$ cat config.mk
export PLATFORM = sky130hd
export DESIGN_NAME = irq_ctrl
export DESIGN_NICKNAME = d
export VERILOG_FILES = /design/src/rtl/irq_ctrl.sv
export SDC_FILE = /design/constraint.sdc
export NUM_CORES = 1
export LEC_CHECK = 0
export BUFFER_PORTS_ARGS = -buffer_cell sky130_fd_sc_hd__buf_2
export CORE_ASPECT_RATIO = 0.75
export CORE_MARGIN = 3
export CORE_UTILIZATION = 35
export DETAILED_ROUTE_END_ITERATION = 8
export SYNTH_ARGS = -nofsm -noshare
export SYNTH_HDL_FRONTEND = slang
export SYNTH_SLANG_ARGS = --single-unit
$ cat constraint.sdc
create_clock -name clk -period 2.7 [get_ports clk]
set_input_delay 0.405 -clock clk [delete_from_list [all_inputs] [get_ports clk]]
set_output_delay 0.405 -clock clk [all_outputs]
set_load 0.005 [all_outputs]
$ cat src/rtl/irq_ctrl.sv
module irq_ctrl #(
  parameter int N = 8,
  parameter logic [N-1:0] EDGE_MASK = {N{1'b1}} << (N/2)
) (
  input  logic         clk,
  input  logic         rst_n,
  input  logic [N-1:0] irq_in,
  input  logic         wr_en,
  input  logic [1:0]   addr,
  input  logic [N-1:0] wdata,
  output logic [N-1:0] rdata,
  output logic         irq_out
);
  localparam logic [1:0] A_STAT = 2'd0;
  localparam logic [1:0] A_MASK = 2'd1;
  localparam logic [1:0] A_ACK  = 2'd2;
  localparam logic [1:0] A_CTRL = 2'd3;

  logic [N-1:0] stat, mask, prev, set_vec, stat_nxt;
  logic [1:0]   ctrl;

  wire stat_wr = wr_en && addr == A_STAT && !ctrl[1];
  wire ack_wr  = wr_en && addr == A_ACK;

  assign set_vec = (irq_in & ~EDGE_MASK) | (irq_in & ~prev & EDGE_MASK);

  always_comb begin
    stat_nxt = stat;
    if (stat_wr)     stat_nxt = wdata;
    else if (ack_wr) stat_nxt = stat & ~wdata;
    stat_nxt = stat_nxt | set_vec;
  end

  always_ff @(posedge clk or negedge rst_n) begin
    if (!rst_n) begin
      stat <= '0;
      mask <= '0;
      ctrl <= '0;
      prev <= '0;
    end else begin
      stat <= stat_nxt;
      prev <= irq_in;
      if (wr_en && addr == A_MASK) mask <= wdata;
      if (wr_en && addr == A_CTRL) ctrl <= {ctrl[1] | wdata[1], wdata[0]};
    end
  end

  always_comb begin
    rdata = '0;
    case (addr)
      A_STAT: rdata = stat;
      A_MASK: rdata = mask;
      A_CTRL: rdata[1:0] = ctrl;
      default: rdata = '0;
    endcase
  end

  assign irq_out = ctrl[0] && |(stat & mask);

  a_r3_sticky: assert property (@(posedge clk) disable iff (!rst_n)
    !(stat_wr || ack_wr) |=> ((stat & $past(stat)) == $past(stat)));

  a_r5_write_blocked: assert property (@(posedge clk) disable iff (!rst_n)
    (wr_en && addr == A_STAT && ctrl[1]) |=> ((stat & $past(stat)) == $past(stat)));

  a_r8_set_wins: assert property (@(posedge clk) disable iff (!rst_n)
    1'b1 |=> (($past(set_vec) & ~stat) == '0));

  a_r9_he_locked: assert property (@(posedge clk) disable iff (!rst_n)
    ctrl[1] |=> ctrl[1]);

  a_r7_gate_off: assert property (@(posedge clk) disable iff (!rst_n)
    !ctrl[0] |-> !irq_out);
endmodule

* After elaboration in Yosys (flattened, before gate mapping) *
Cells that the tools add are included.
W data, S select, Z words.

cells by class
  equality and inequality tests = 3
  muxes and demuxes = 4
  bitwise operators = 8
  reductions and logical operators = 9

operators by type and width
  cell                  number
  $and A8 B8 Y8         3
  $mux W8               2
  $not A8 Y8            2
  $pmux W6 S2           1
  $or A4 B8 Y8          1
  $or A8 B8 Y8          1
  $reduce_or A8 Y1      1
  $logic_and A1 B1 Y1   6
  $pmux W2 S3           1
  $eq A2 B2 Y1 const B  2
  $eq A2 B1 Y1 const B  1
  $logic_not A2 Y1      1
  $logic_not A1 Y1      1
  $or A1 B1 Y1          1

storage, ports and cells
  flip-flop bits (word level) = 26
  input port bits = 21
  output and inout port bits = 9
  logic and storage cells = 28

* Depth between registers and ports, before layout *
  word-level depth = 5
  mapped depth = 5
  gate-level depth less buffers = 3

* Least setup slack after synthesis *
No wires, ideal clock.

  path kind = input -> output
  start = in addr[0]
  end = out rdata[2]
  data arrival time = 1.065 ns
  slack = 1.230 ns
  cell stages on the path = 4
  path buffers = 2
  path through = buf_2 > buf_2 > mux2i_1 > nor2_1

between the ends
  word-level cells in the longest chain between the ends = 2
  elaborated cells on any way between the ends = 3
  those cells by class = 1 x eq/ne; 1 x mux; 1 x reduce/logical

RTL lines
  what                                                     RTL line  source
  from (decl)                                              9         input logic [1:0] addr,
  $eq A2 B1 Y1 / $logic_not A2 Y1 (equally long branches)  50        case (addr)
  $pmux W6 S2 (*)                                          50
  to (decl)                                                11        output logic [N-1:0] rdata,

Mark *: on every way between the ends. The rest lies on a longest branch, timed or not.

* Worst setup path in the final report *
  start = in addr[0]
  end = out rdata[0]

between the ends
  word-level cells in the longest chain between the ends = 2
  elaborated cells on any way between the ends = 4
  those cells by class = 2 x eq/ne; 1 x mux; 1 x reduce/logical

RTL lines
  what                                  RTL line
  $eq A2 B2 Y1 (tied with other cells)  50
  $pmux W2 S3 (*)                       50

Marks and branches as above.

==> flow_summary_export.csv <==
group,metric,value,unit
run_status,status,"completed",
timing,worstMarginPinSlew,0.6253,ns
route,postRouteAntennaNets,0,
die,core_area,2978,um^2
placement,placed_area,1261,um^2
die,die_h,54.74,um
die,die_width,70.99,um
placement,hpwlAfterDp,1837,um
logic_synthesis,synth_ff_type,"dfrtp_1",
worst_hold_path,min_path_type,"in2async",
timing,rsz0062_at_grt,"false",
route,dr.pass1.iters,4,
cts,cts.repair.resized,0,
logic_synthesis,yosysWarnings,0,
route,dr_wl_met2,1137,um
worst_setup_path,cp_max_fo,20,
cts,clkTransAtPathRegs,0.08,ns
timing,final_max_slew_viol_count,0,
power_and_ir_drop,power,0.0007805,W
logic_synthesis,ys_types,25,
logic_synthesis,netlist_area,1109,um^2
cts,cts.sinks,22,
worst_setup_path,crit_chain,"buf_2, mux2i_1, o21ai_0, buf_2",
route,viasPerCell,5.488,
logic_synthesis,synth-seq-cells,22,
timing,layout_setup_ws,1.016,ns
route,highest_layer,"met4",
timing,slew_headroom,0.5814,
power_and_ir_drop,powerDensity,592.9,nW/um^2
placement,port-buffer-count,29,
logic_synthesis,avgSynthCellArea,11.67,um^2
logic_synthesis,synthCells,95,
final_layout,layout_common_cells,"buf_2, dfrtp_1, mux2i_1",
worst_setup_path,end_kind,"primary output",
flow_run,maxCapViolCount,0,
worst_setup_path,crit_top_cell,"buf_2",
route,wl_met3,154,um
worst_setup_path,crit_required,2.30,ns
timing,clock_skew,0.001329,ns
final_layout,antenna_cells,0,
timing,finalSetupTns,0,ns
route,avgRoutedWirePerCell,15.54,um
route,drtIter0Drc,71,
logic_synthesis,synth_fp_nets,116,
cts,htree_levels,1,
worst_setup_path,cpPeakStageDelay,0.38,ns
cts,hold_buffers,0,
logic_synthesis,synth-edff-count,0,
global_route,first_global_vias,812,
final_layout,drive_gt1_frac,0.3443,
worst_setup_path,worstSetupStartpointType,"primary input",
global_route,grt_use_total,0.1388,
die,start_util,0.3723,
logic_synthesis,yosysSeqAreaShare,0.4966,
die,io-pin-count,30,
route,wl,2486,um
final_layout,design_area,1316,um^2
worst_setup_path,timing_worst_setup_path_type,"in2out",
power_and_ir_drop,p_leak,0.5942,nW
timing,fmax,0.5937,GHz
worst_setup_path,critPathSlowestCell,"buf_2",
cts,clockBufferDepth,2,
timing,hold_viol,0,
cts,numCtsBuffers,3,
power_and_ir_drop,ir_drop,0.2201,mV
global_route,grt_max_degree,24,
cts,cts_tree,"yes",
timing,hold_ws,0.09962,ns
global_route,grt_pass1_wl,4015,um
cts,insertion_delay,0.26,ns
die,std_cell_rows,17,
logic_synthesis,synth-async-reset-ratio,1.000,
global_route,gr-total-overflow,0,
timing,fin_crit_sh,0.6238,
timing,setup_viol,0,
cts,cts_root_buf,"clkbuf_8",
die,die-area,3886,um^2
worst_setup_path,arrival,1.28,ns
cts,post_cts_buffers,0,
global_route,antenna_found_initial,0,
timing,min_period,1.684,ns
placement,gp_congestion,0.8174,
route,num_vias,878,
route,wl_met1,1168,um
final_layout,fin_nets,144,
final_layout,synthToLayoutAreaGrowth,18.74,%
route,drc,0,
placement,place_ws,0.8524,ns
final_layout,final_common_cell,"buf_2",
-- path summary, 6_finish.rpt --
path	from	to	slack (ns)	depth (start not counted)
min	rst_n	mask[3]$_DFFE_PN0P_	0.1	1
max reg2reg	ctrl[1]$_DFFE_PN0P_	stat[3]$_DFF_PN0_	1.16	3
max	addr[0]	rdata[0]	1.02	4
max in group asynchronous	rst_n	stat[5]$_DFF_PN0_	2.26	1
min reg2reg	stat[4]$_DFF_PN0_	stat[4]$_DFF_PN0_	0.53	2
min in group clk	irq_in[7]	prev[7]$_DFF_PN0_	0.26	1
-- area by class of cell --
type	instances	area (um^2)
repair buffers	29	145.1
clock buffers	4	55.05
inverters	1	3.754
fillers	291	1662
well taps	38	47.55
flip-flops and latches	22	550.5
multi-input cells	66	514.2
-- metrics by stage --
| stage | util | std cells |
|---|---|---|
| 3_5_place_dp | 0.4235 | 156 |
| 5_1_grt | 0.4420 | 160 |
| 2_1_floorplan | - | 95 |
| 4_1_cts | 0.4420 | 160 |
| 6_report | 0.4420 | 160 |
| 3_3_place_gp | 0.4235 | 156 |
-- power by group --
| part | switching, W | internal (W) | total (W) |
|---|---|---|---|
| Combinational | 0.0000694 | 0.0000746 | 0.000144 |
| Sequential | 0.0000324 | 0.000370 | 0.000402 |
| Clock | 0.000104 | 0.000130 | 0.000234 |
| Total | 0.000206 | 0.000575 | 0.000780 |
-- state kept, by name, summed over array words and instances, names as in the netlist --
name  cells
ctrl      2
mask      8
prev      4
stat      8
-- layer usage --
metal	up-vias	GRT usage
li1	413	-
met1	416	0.1930
met2	44	0.2062
met3	5	0.04771
met4	0	0.03750
met5	-	0
-- cells by family after synthesis --
logic type             share of synthesized area
DFF                                       0.4966
and+or+nand+nor                           0.1704
AOI/OAI and AO/OA                         0.1298
muxes                                     0.1637
buffers and inverters                    0.03949
-- cells in the mapped netlist (2+ instances only) --
cell type,number,area (um^2)
mux2_2,6,67.56
nand4b_1,4,35.03
nor2b_1,4,25.02
a221o_1,4,40.04
a31oi_1,4,25.02
mux2i_1,8,80.08
o21ai_0,2,10.01
a22oi_1,4,30.03
buf_4,2,15.01
nand2_1,4,15.01
nand3_1,7,35.03
buf_2,2,10.01
nor2_1,6,22.52
a21oi_1,4,20.02
mux2_1,3,33.78
dfrtp_1,22,550.5
-- critical path: cells and delay by family --
kind	cells	cell delay [ns]
buf+inv	2	0.53
compound gates	1	0.10
mux	1	0.24
Power figures use the tool's default switching activity.
